`src/rtl/stk_pkg.sv`:
```
package stk_pkg;

  typedef enum logic [1:0] {
    SEQ_IDLE = 2'd0,
    SEQ_BUS  = 2'd1,
    SEQ_DONE = 2'd2
  } seq_state_e;

  typedef struct packed {
    logic pop;      // 1 = pop, 0 = push
    logic wide_op;  // operand size: 1 = 4 bytes, 0 = 2 bytes
    logic wide_sp;  // pointer width: 1 = full, 0 = narrow
  } stk_op_t;

endpackage

```
`src/rtl/stk_ptr_math.sv`:
```
module stk_ptr_math
  import stk_pkg::*;
#(
  parameter int ADDR_W       = 32,
  parameter int NARROW_W     = 16,
  parameter int NARROW_BYTES = 2,
  parameter int WIDE_BYTES   = 4
) (
  input  stk_op_t           op,
  input  logic [ADDR_W-1:0] sp,
  output logic [ADDR_W-1:0] addr,
  output logic [ADDR_W-1:0] sp_next
);

  localparam int UPPER_W = ADDR_W - NARROW_W;
  localparam logic [ADDR_W-1:0] STEP_N = ADDR_W'(NARROW_BYTES);
  localparam logic [ADDR_W-1:0] STEP_W = ADDR_W'(WIDE_BYTES);

  logic [ADDR_W-1:0]   step;
  logic [ADDR_W-1:0]   full_adj;
  logic [NARROW_W-1:0] low_adj;
  logic [ADDR_W-1:0]   base;

  always_comb begin
    step     = op.wide_op ? STEP_W : STEP_N;
    full_adj = op.pop ? (sp + step) : (sp - step);
    low_adj  = op.pop ? (sp[NARROW_W-1:0] + step[NARROW_W-1:0])
                      : (sp[NARROW_W-1:0] - step[NARROW_W-1:0]);
    // Narrow mode keeps the upper part and wraps the low part.
    sp_next  = op.wide_sp ? full_adj : {sp[ADDR_W-1:NARROW_W], low_adj};
    // Push addresses the lowered pointer, pop the current one.
    base     = op.pop ? sp : sp_next;
    addr     = op.wide_sp ? base : {{UPPER_W{1'b0}}, base[NARROW_W-1:0]};
  end

endmodule

```
`src/rtl/stk_lane_pack.sv`:
```
module stk_lane_pack #(
  parameter int DATA_W   = 32,
  parameter int NARROW_W = 16
) (
  input  logic                wide_op,
  input  logic [DATA_W-1:0]   push_data,
  input  logic [DATA_W-1:0]   rdata,
  output logic [DATA_W/8-1:0] be,
  output logic [DATA_W-1:0]   wdata,
  output logic [DATA_W-1:0]   rd_ext
);

  localparam int BE_W         = DATA_W / 8;
  localparam int NARROW_LANES = NARROW_W / 8;

  for (genvar g = 0; g < BE_W; g++) begin : g_lane
    localparam bit IN_NARROW = (g < NARROW_LANES);
    assign be[g]             = wide_op | IN_NARROW;
    assign wdata[8*g +: 8]   = be[g] ? push_data[8*g +: 8] : 8'h00;
    assign rd_ext[8*g +: 8]  = be[g] ? rdata[8*g +: 8]     : 8'h00;
  end

endmodule

```
`src/rtl/stk_seq.sv`:
```
module stk_seq
  import stk_pkg::*;
#(
  parameter int DATA_W = 32
) (
  input  logic              clk,
  input  logic              rst_n,
  input  logic              req_valid,
  input  stk_op_t           req_op,
  input  logic [DATA_W-1:0] req_data,
  input  logic              ptr_wr_en,
  input  logic              mem_ack,
  output stk_op_t           op_q,
  output logic [DATA_W-1:0] data_q,
  output logic              ptr_load,
  output logic              commit,
  output logic              mem_req,
  output logic              mem_we,
  output logic              done
);

  seq_state_e state_q, state_d;
  logic       accept;

  always_comb begin
    ptr_load = (state_q == SEQ_IDLE) & ptr_wr_en;
    accept   = (state_q == SEQ_IDLE) & req_valid & ~ptr_wr_en;
    mem_req  = (state_q == SEQ_BUS);
    mem_we   = mem_req & ~op_q.pop;
    commit   = mem_req & mem_ack;
    done     = (state_q == SEQ_DONE);
  end

  always_comb begin
    state_d = state_q;
    case (state_q)
      SEQ_IDLE: if (accept) state_d = SEQ_BUS;
      SEQ_BUS:  if (mem_ack) state_d = SEQ_DONE;
      SEQ_DONE: state_d = SEQ_IDLE;
      default:  state_d = SEQ_IDLE;
    endcase
  end

  always_ff @(posedge clk or negedge rst_n) begin
    if (!rst_n) state_q <= SEQ_IDLE;
    else        state_q <= state_d;
  end

  always_ff @(posedge clk or negedge rst_n) begin
    if (!rst_n) begin
      op_q   <= '0;
      data_q <= '0;
    end else if (accept) begin
      op_q   <= req_op;
      data_q <= req_data;
    end
  end

endmodule

```
`src/rtl/stk_engine.sv`:
```
module stk_engine
  import stk_pkg::*;
#(
  parameter int ADDR_W   = 32,
  parameter int DATA_W   = 32,
  parameter int NARROW_W = 16
) (
  input  logic                clk,
  input  logic                rst_n,
  input  logic                req_valid,
  input  logic                req_pop,
  input  logic                req_wide_op,
  input  logic                req_wide_sp,
  input  logic [DATA_W-1:0]   push_data,
  input  logic                ptr_wr_en,
  input  logic [ADDR_W-1:0]   ptr_wr_data,
  output logic [DATA_W-1:0]   pop_data,
  output logic                done,
  output logic [ADDR_W-1:0]   sp,
  output logic                mem_req,
  output logic                mem_we,
  output logic [ADDR_W-1:0]   mem_addr,
  output logic [DATA_W/8-1:0] mem_be,
  output logic [DATA_W-1:0]   mem_wdata,
  input  logic [DATA_W-1:0]   mem_rdata,
  input  logic                mem_ack
);

  localparam int NARROW_BYTES = NARROW_W / 8;
  localparam int WIDE_BYTES   = DATA_W / 8;

  stk_op_t           req_op;
  stk_op_t           op_q;
  logic [DATA_W-1:0] data_q;
  logic              ptr_load;
  logic              commit;
  logic [ADDR_W-1:0] sp_q, sp_d, sp_next;
  logic              sp_en;
  logic [DATA_W-1:0] pop_q, rd_ext;
  logic              pop_en;

  assign req_op = '{pop: req_pop, wide_op: req_wide_op, wide_sp: req_wide_sp};

  stk_seq #(.DATA_W(DATA_W)) i_seq (
    .clk       (clk),
    .rst_n     (rst_n),
    .req_valid (req_valid),
    .req_op    (req_op),
    .req_data  (push_data),
    .ptr_wr_en (ptr_wr_en),
    .mem_ack   (mem_ack),
    .op_q      (op_q),
    .data_q    (data_q),
    .ptr_load  (ptr_load),
    .commit    (commit),
    .mem_req   (mem_req),
    .mem_we    (mem_we),
    .done      (done)
  );

  stk_ptr_math #(
    .ADDR_W       (ADDR_W),
    .NARROW_W     (NARROW_W),
    .NARROW_BYTES (NARROW_BYTES),
    .WIDE_BYTES   (WIDE_BYTES)
  ) i_math (
    .op      (op_q),
    .sp      (sp_q),
    .addr    (mem_addr),
    .sp_next (sp_next)
  );

  stk_lane_pack #(.DATA_W(DATA_W), .NARROW_W(NARROW_W)) i_lanes (
    .wide_op   (op_q.wide_op),
    .push_data (data_q),
    .rdata     (mem_rdata),
    .be        (mem_be),
    .wdata     (mem_wdata),
    .rd_ext    (rd_ext)
  );

  always_comb begin
    sp_en  = ptr_load | commit;
    sp_d   = ptr_load ? ptr_wr_data : sp_next;
    pop_en = commit & op_q.pop;
  end

  always_ff @(posedge clk or negedge rst_n) begin
    if (!rst_n)     sp_q <= '0;
    else if (sp_en) sp_q <= sp_d;
  end

  always_ff @(posedge clk or negedge rst_n) begin
    if (!rst_n)      pop_q <= '0;
    else if (pop_en) pop_q <= rd_ext;
  end

  assign sp       = sp_q;
  assign pop_data = pop_q;

endmodule

```
`config.mk`:
```
export PLATFORM = sky130hd
export DESIGN_NAME = stk_engine
export DESIGN_NICKNAME = d
export VERILOG_FILES = /design/src/rtl/stk_pkg.sv /design/src/rtl/stk_ptr_math.sv /design/src/rtl/stk_lane_pack.sv /design/src/rtl/stk_seq.sv /design/src/rtl/stk_engine.sv
export SDC_FILE = /design/constraint.sdc
export NUM_CORES = 1
export LEC_CHECK = 0
export BUFFER_PORTS_ARGS = -buffer_cell sky130_fd_sc_hd__buf_4
export CAP_MARGIN = 20
export CORE_MARGIN = 1.5
export CORE_UTILIZATION = 45
export DETAILED_ROUTE_END_ITERATION = 8
export PLACE_DENSITY = 0.77
export SYNTH_ARGS = -nofsm -noshare
export SYNTH_HDL_FRONTEND = slang
export SYNTH_SLANG_ARGS = --single-unit
export TNS_END_PERCENT = 30
```
`constraint.sdc`:
```
create_clock -name clk -period 3.15 [get_ports clk]
set_input_delay 0 -clock clk [delete_from_list [all_inputs] [get_ports clk]]
set_output_delay 0 -clock clk [all_outputs]
set_load 0.05 [all_outputs]
```
After elaboration in Yosys (flattened, before gate mapping) --
Index checks and enable logic that the tools add are counted.
Storage, ports and cells: register bits after elaboration 101, output and inout port bits 135, bits of input ports 104
Operators by class: $add $sub $neg 4, reductions and logical operators 2, bitwise gates (word level) 9, equality and inequality tests 4, muxes and demuxes 14
Operators with widths (count):
- $mux W32 | 5
- $add A32 B32 Y32 | 1
- $mux W8 | 4
- $sub A32 B32 Y32 | 1
- $add A16 B16 Y16 | 1
- $mux W16 | 1
- $sub A16 B16 Y16 | 1
- $and A1 B1 Y1 | 6
- $mux W2 | 2
- $ne A2 B1 Y1 const B | 2
- $pmux W2 S2 | 1
- $mux W3 | 1
- $eq A2 B1 Y1 const B | 1
- $eq A2 B2 Y1 const B | 1
- $logic_not A2 Y1 | 1
- $not A1 Y1 | 2
- $reduce_and A2 Y1 | 1
- $or A1 B1 Y1 | 1

Longest topological paths before layout --
Gate-level depths: netlist of the first run.
word-level depth 6, gate-level depth with buffers 15, depth with buffers taken out 13

Hierarchy --
From an unflattened synthesis of the first run, not the netlist that was laid out.
Unflattened totals: cells, all modules 722, area, all modules 7116.8 sq um
By module, submodules not included:
- stk_engine | area each 2790.2 sq um, instances 1, cells each 207
- stk_ptr_math | area each 2359.8 sq um, instances 1, cells each 358
- stk_seq | area each 1437.6 sq um, instances 1, cells each 85
- stk_lane_pack | area each 529.3 sq um, instances 1, cells each 72

Worst setup path before layout of the first run --
Ideal clock, no wire load.
path kind reg-to-output, start point reg, netlist name i_seq.op_q[2], end point out mem_addr[31], setup slack -0.749 ns, required time 3.150 ns, cell stages (with the launch flop) 11, arrival time 3.899 ns, cell sequence dfrtp_1 -> buf_6 -> clkinv_1 -> ha_1 -> a2111o_1 -> nor3_2 -> nor2_4 -> a31oi_4 -> o311ai_4 -> or3_1 -> a21oi_1
Between the ends: longest elaborated chain between the ends 4
Ends and longest elaborated chain:
- $mux W32 | RTL line stk_ptr_math.sv:26 | full_adj = op.pop ? (sp + step) : (sp - step);
- $mux W32 | RTL line stk_ptr_math.sv:30 | sp_next = op.wide_sp ? full_adj : {sp[ADDR_W-1:NARROW_W], low_adj};
- $mux W32 * | RTL line stk_ptr_math.sv:32 | base = op.pop ? sp : sp_next;
- $mux W32 * | RTL line stk_ptr_math.sv:33 | addr = op.wide_sp ? base : {{UPPER_W{1'b0}}, base[NARROW_W-1:0]};
- end: declaration | RTL line stk_engine.sv:22 | output logic [ADDR_W-1:0] mem_addr,
Every way passes the cells marked *; elsewhere a longest branch is shown, timed or not.

Final worst setup path of the first run --
start point reg, netlist name i_seq.op_q[2], end point out mem_addr[31]
Between the ends: longest elaborated chain between the ends 4
Ends and longest elaborated chain (RTL line):
- $mux W32 | stk_ptr_math.sv:26
- $mux W32 | stk_ptr_math.sv:30
- $mux W32 * | stk_ptr_math.sv:32
- $mux W32 * | stk_ptr_math.sv:33
Marks and branches as above.

==> results.cfg, run 1 <==
[placed_design]
port_buffers = 236
place_congestion = 0.865
dpl.cell_count = 1079
placed_area_um2 = 8210
dp_hpwl_mm = 13.0

[final_layout]
nets = 1168
num_antenna_cells = 0
stdcell_area_um2 = 10200
syn2layout_area_growth_pct = 59.3
final_util_pct = 73.4
drive_above_1_share_pct = 40.8
num-fill-cells = 904
layout.cells.non_filler = 1218

[route]
wl_mm = 21.1
drt_iter0_drc = 268
drc = 0
post_drt_wl_per_cell_um = 17.3
routed-via-count = 6508
viasPerCell = 5.34
dr.pass1.iters = 5
postRouteAntennaNets = 0

[worst_setup_path]
critPathMaxStageDelay_ps = 480
ff2ff_setup_slack_ps = 120
reg2reg_to = sp[19]$_DFFE_PN0P_
critPathBufInv = 3
endpoint_kind = output pin
crit_slowest_cell = dfrtp_2
worst_path_most_repeated_cell = buf_6
path_cells = buf_6, inv_16, ha_4, a21o_1, a31o_1, a221oi_4, o31ai_4, a31oi_4, o311ai_4, or3_4, a21oi_4, buf_6
path_delay_family = compound AO/OA/AOI/OAI gates
crit_path_start_kind = flip-flop
arrival_ps = 3120
rr_worst_depth = 17
cp_max_fo = 10
worstPathRequired_ps = 3150
reg2reg_from = i_seq.op_q[2]$_DFFE_PN0P_
worstSetupPathType = flip-flop to output pin

[sta]
skew_ps = 8.97
finalMaxSlewViolations = 0
finalHoldViolCount = 0
fmax_mhz = 320
grt_setup_unrepaired = yes
setup_viol_count_final = 0
period_minus_slack_ps = 3120
worst_pin_slew_ps = 872
max-slew-margin-rel_pct = 41.7
post-route-period-util_pct = 99.1

[grt]
grt_overflow = 0
grt_pass1_wl_mm = 32.0
antenna_found_initial = 0
grt_usage_pct = 27.4
grt_pass1_vias = 6428
grt_max_degree = 51

[logic_synthesis]
ys_warn_count = 0
avgSynthCellArea_um2 = 9.16
ys_async_sr_fraction_pct = 100
yosysTopAreaCell = dfrtp_1
ys_seq_area_share_pct = 39.7
synthDistinctLibCells = 64
netlist_instances = 696
synthesis.area_um2 = 6370
synth_commonest_cells = 107 x nand2_1, 101 x dfrtp_1, 63 x o21ai_0
yosys-top-cells-area = dfrtp_1 40%, mux2_2 8.7%, nand2_1 6.3%
netlist.area_leader.share_pct = 39.7
synth_edf_count = 0
synth_top_flop_cell = dfrtp_1
synth-seq-cells = 101
yosysMostFrequentCell = nand2_1

[clock_tree]
clk_pin_slew_worst_paths_ps = 70
cts_sinks = 101
htree_levels = 3
clock_path_buffers = 2
cts_tree = done
cts_buffers = 9
insertion_delay_ps = 350
clock-root-buffer = clkbuf_16

[floorplanning]
core_area_um2 = 13800
dieArea_um2 = 14900
die_width_um = 122
ios = 239
dieHeight_um = 122
initial_core_util_pct = 46.1
rows = 43

[pwr]
p_total_mw = 11.9
ir_worst_vdd_v = 0.000743
powerDensity_nw_per_um2 = 1170
leakage_nw = 4.74

[hold_path]
min_from = ptr_wr_data[26]
hold_class = input port to flip-flop
worstHoldEndpoint = sp[26]$_DFFE_PN0P_
worstHoldPathCells = 3

[outcome]
status = complete, no violations

[flow_run]
maxCapViolations = 0
metal layers:
layer,track usage [%],wire length (µm)
met1,31.9,8160
met3,6.27,1490
met2,48.5,10800
met5,0,0
met4,11.4,654
power by group:
part	leakage, nW	total (mW)	internal (mW)	switching (mW)
Clock	0.135	1.06	0.544	0.520
Sequential	1.23	2.14	1.74	0.402
Combinational	3.38	8.70	3.27	5.44
registers in the layout (all words and copies together) (netlist names):
| register | cells |
|---|---|
| sp | 32 |
| pop_data | 32 |
| i_seq.data_q | 32 |
| i_seq.op_q | 3 |
| i_seq.state_q | 2 |
how the worst max path moves through the flow:
stage / from / end / cells after the start
finish: i_seq.op_q[2]$_DFFE_PN0P_ / mem_addr[31] / 12
global route: i_seq.op_q[2]$_DFFE_PN0P_ / mem_addr[31] / 12
CTS: i_seq.op_q[2]$_DFFE_PN0P_ / mem_addr[31] / 10
detailed placement: i_seq.op_q[2]$_DFFE_PN0P_ / mem_addr[28] / 12
global placement: i_seq.op_q[2]$_DFFE_PN0P_ / mem_addr[28] / 12
floorplan: i_seq.op_q[2]$_DFFE_PN0P_ / mem_addr[9] / 13
tightest hold or removal path: stages:
cell and delay, ps:
buf_4 80, o22a_1 120, o21a_1 120
repair_timing:
item	4_1_cts	5_1_grt
pin swaps	13	31
gates cloned	2	0
endpoints found under the hold margin	145	0
endpoints found under the setup margin	16	13
resized for setup	33	58
setup buffers	11	11
hold buffers	100	0
placed cells by master (no fill, tap or decap), drive strengths merged, types with 3 or more instances in the layout:
cell         synthesis  final
o21a                 4      4
a21oi               54     54
ha                  30     30
xor2                11     11
clkbuf              28     10
buf                 30    281
nand2b               4      4
dlygate4sd3          0    100
o21ai               68     68
nand2              107    107
and3                 5      5
nand3               10     10
a31oi                7      7
a21o                17     17
a22o                 5      5
o211ai               3      3
dfrtp              101    101
inv                 20     24
nor4                 4      4
nor2                54     54
mux2                49     49
nand4                5      5
o21bai               8      8
xnor2               18     18
a211oi               3      3
clkinv               1      4
and2                18     18
logic make-up (layout without fill, tap and decap cells):
| kind of cell | after synthesis | count (layout) | share of synthesized area, % |
|---|---|---|---|
| and+or+nand+nor | 215 | 215 | 14.9 |
| AOI/OAI and AO/OA | 191 | 191 | 19.7 |
| DFF | 101 | 101 | 39.7 |
| buffers and inverters | 79 | 420 | 6.85 |
| muxes | 49 | 49 | 8.66 |
| adders and majority gates | 31 | 31 | 6.20 |
| xor gates and xnor gates | 29 | 29 | 3.99 |
| other | 1 | 2 | 0.0588 |
per-stage QoR:
step	hold WS, ps	TNS (ps)	worst slack [ps]
after floorplan	-296	-153	-123
after global placement	58.9	-12.5	-12.5
after detailed placement	60.2	-92.9	-92.9
after CTS	0.577	-17.7	-10.5
after global routing	1.23	-502	-71.0
final	5.73	0	29.0
layout make-up:
cell class / instances / area, µm² / share of cell area (%)
Clock buffer: 10 / 229 / 2.26
Clock inverter: 6 / 46.3 / 0.456
Inverter: 21 / 86.3 / 0.850
Multi-Input combinational cell: 517 / 3830 / 37.7
Sequential cell: 101 / 2530 / 24.9
Tap cell: 180 / 225 / 2.22
Timing Repair Buffer: 381 / 3170 / 31.2
Timing Repair inverter: 2 / 36.3 / 0.357
(Power assumes the default switching activity.)
==> inputs of run 2 (changes only) <==
--- a/config.mk
+++ b/config.mk
@@ -8,9 +8,9 @@
 export BUFFER_PORTS_ARGS = -buffer_cell sky130_fd_sc_hd__buf_4
 export CAP_MARGIN = 20
 export CORE_MARGIN = 1.5
-export CORE_UTILIZATION = 45
+export CORE_UTILIZATION = 40
 export DETAILED_ROUTE_END_ITERATION = 8
-export PLACE_DENSITY = 0.77
+export PLACE_DENSITY = 0.7
 export SYNTH_ARGS = -nofsm -noshare
 export SYNTH_HDL_FRONTEND = slang
 export SYNTH_SLANG_ARGS = --single-unit
==> results.cfg, run 2 (synthesis results as in run 1) <==
[grt]
grt_usage_pct = 23.7
grt-busiest-layer = met2
grt_overflow = 0
met3_usage_pct = 5.99
grt_pass1_vias = 6273
use_met2_pct = 40.5
grt_max_degree = 59
antenna_found_initial = 0
grt_pass1_wl_mm = 31.3
grt_use_met1_pct = 29.0

[floorplanning]
dieArea_um2 = 16700
die_width_um = 129
rows = 45
initial_core_util_pct = 41.5
ios = 239
core_area_um2 = 15400
dieHeight_um = 129

[pwr]
internal_power_mw = 5.34
seq_power_share_pct = 18.3
p_comb_share_pct = 71.9
ir_worst_vdd_v = 0.000612
switching_share_pct = 53.7
leakage_nw = 4.71
clkPwrFrac_pct = 9.8
p_sw_mw = 6.18
powerDensity_nw_per_um2 = 1140
p_total_mw = 11.5

[final_layout]
final_util_pct = 65.6
drive_above_1_share_pct = 40.3
stdcell_area_um2 = 10100
final_common_cell = buf_4
layout_common_cells = 265 x buf_4, 105 x nand2_1, 103 x dlygate4sd3_1
nets = 1167
layout.cells.non_filler = 1248
syn2layout_area_growth_pct = 58.3
num_antenna_cells = 0

[clock_tree]
insertion_delay_ps = 350
cts_buffers = 9
cts_sinks = 101
cts_tree = done
clock-root-buffer = clkbuf_16
clk_pin_slew_worst_paths_ps = 80
htree_levels = 3
clock_path_buffers = 2

[placed_design]
dp_hpwl_mm = 13.1
dpl.cell_count = 1104
pre_cts_slack_ps = -74.1
port_buffers = 236
placed_area_um2 = 8220
place_congestion = 0.876

[sta]
finalSetupTns_ps = 0
hold_slack_ps = 259
grt_setup_unrepaired = yes
finalMaxSlewViolations = 0
skew_ps = 8.79
worst_pin_slew_ps = 822
post-route-period-util_pct = 99.9
finalHoldViolCount = 0
max-slew-margin-rel_pct = 45.1
setup_viol_count_final = 0
fmax_mhz = 318
worst_slack_ps = 1.65
period_minus_slack_ps = 3150

[worst_setup_path]
reg2reg_from = i_seq.op_q[2]$_DFFE_PN0P_
worstPathRequired_ps = 3150
crit_slowest_cell = dfrtp_2
reg2reg_to = sp[28]$_DFFE_PN0P_
endpoint_kind = output pin
rr_worst_depth = 14
path_cells = buf_6, clkinv_8, ha_4, a41oi_2, o221ai_2, a41oi_2, nand2_2, a31oi_4, o21ai_2, a221oi_2, and4_1, a211o_1, buf_6
ff2ff_setup_slack_ps = 220
cp_max_fo = 5
crit_path_start_kind = flip-flop
worstSetupPathType = flip-flop to output pin
critPathMaxStageDelay_ps = 440
arrival_ps = 3150

[route]
dr.pass1.iters = 4
postRouteAntennaNets = 0
drc = 0
post_drt_wl_per_cell_um = 16.0
wl_mm = 20.0
routed-via-count = 6324
drt_iter0_drc = 275
viasPerCell = 5.07

[flow_run]
maxCapViolations = 0

[hold_path]
hold_class = input port to async pin

[outcome]
status = complete, no violations
run 2: changes by cell type in the layout (fill, tap and decap cells not counted), sizes merged:
cell	before	now
dlygate4sd3	100	103
clkinv	4	3
clkinvlp	1	0
inv	24	27
buf	281	276
run 2: timing repair:
| item | in CTS | in global routing |
|---|---|---|
| setup buffers | 10 | 12 |
| hold endpoints to repair | 158 | 0 |
| pin swaps | 13 | 33 |
| setup endpoints to repair | 18 | 13 |
| hold buffers | 103 | 0 |
| cloned | 3 | 0 |
| resized for setup | 24 | 53 |
run 2: power groups by stage:
stage,combinational (mW),clock (mW),sequential [mW]
6_report,8.28,1.13,2.11
5_1_grt,8.81,1.20,2.16
4_1_cts,7.78,1.16,2.08
3_5_place_dp,7.38,0,2.09
3_3_place_gp,7.33,0,2.08
2_1_floorplan,4.43,0,3.13
run 2: worst max-delay path by stage:
stage,startpoint,slack [ps],cells past startpoint,endpoint
floorplan,i_seq.op_q[2]$_DFFE_PN0P_,-120,13,mem_addr[9]
global placement,i_seq.op_q[2]$_DFFE_PN0P_,20,12,mem_addr[28]
detailed placement,i_seq.op_q[2]$_DFFE_PN0P_,-70,12,mem_addr[28]
CTS,i_seq.op_q[2]$_DFFE_PN0P_,-60,13,mem_addr[27]
global route,i_seq.op_q[2]$_DFFE_PN0P_,-160,13,mem_addr[28]
finish,i_seq.op_q[2]$_DFFE_PN0P_,2,13,mem_addr[28]
run 2: area by class of cell:
| cell class | count | area (µm²) |
|---|---|---|
| Clock buffer | 10 | 229 |
| Timing Repair inverter | 3 | 21.3 |
| Clock inverter | 6 | 62.6 |
| Fill cell | 1187 | 5280 |
| Inverter | 21 | 91.3 |
| Multi-Input combinational cell | 517 | 3740 |
| Sequential cell | 101 | 2530 |
| Timing Repair Buffer | 379 | 3150 |
| Tap cell | 211 | 264 |
run 2: worst max-delay path, delay by kind of cell, from the launching register on:
| family | cells | cell delay (ps) |
|---|---|---|
| AO/OA/AOI/OAI | 7 | 1390 |
| flip-flops | 1 | 440 |
| AND/OR/NAND/NOR | 2 | 360 |
| adder cells (fa/ha/maj) | 1 | 240 |
| buffers and inverters | 3 | 380 |
run 2: routing by layer:
layer / vias up / share of wire (%)
met5: - / 0
met4: 0 / 2.2
met3: 33 / 6.8
met2: 226 / 50
met1: 2989 / 41
li1: 3076 / -
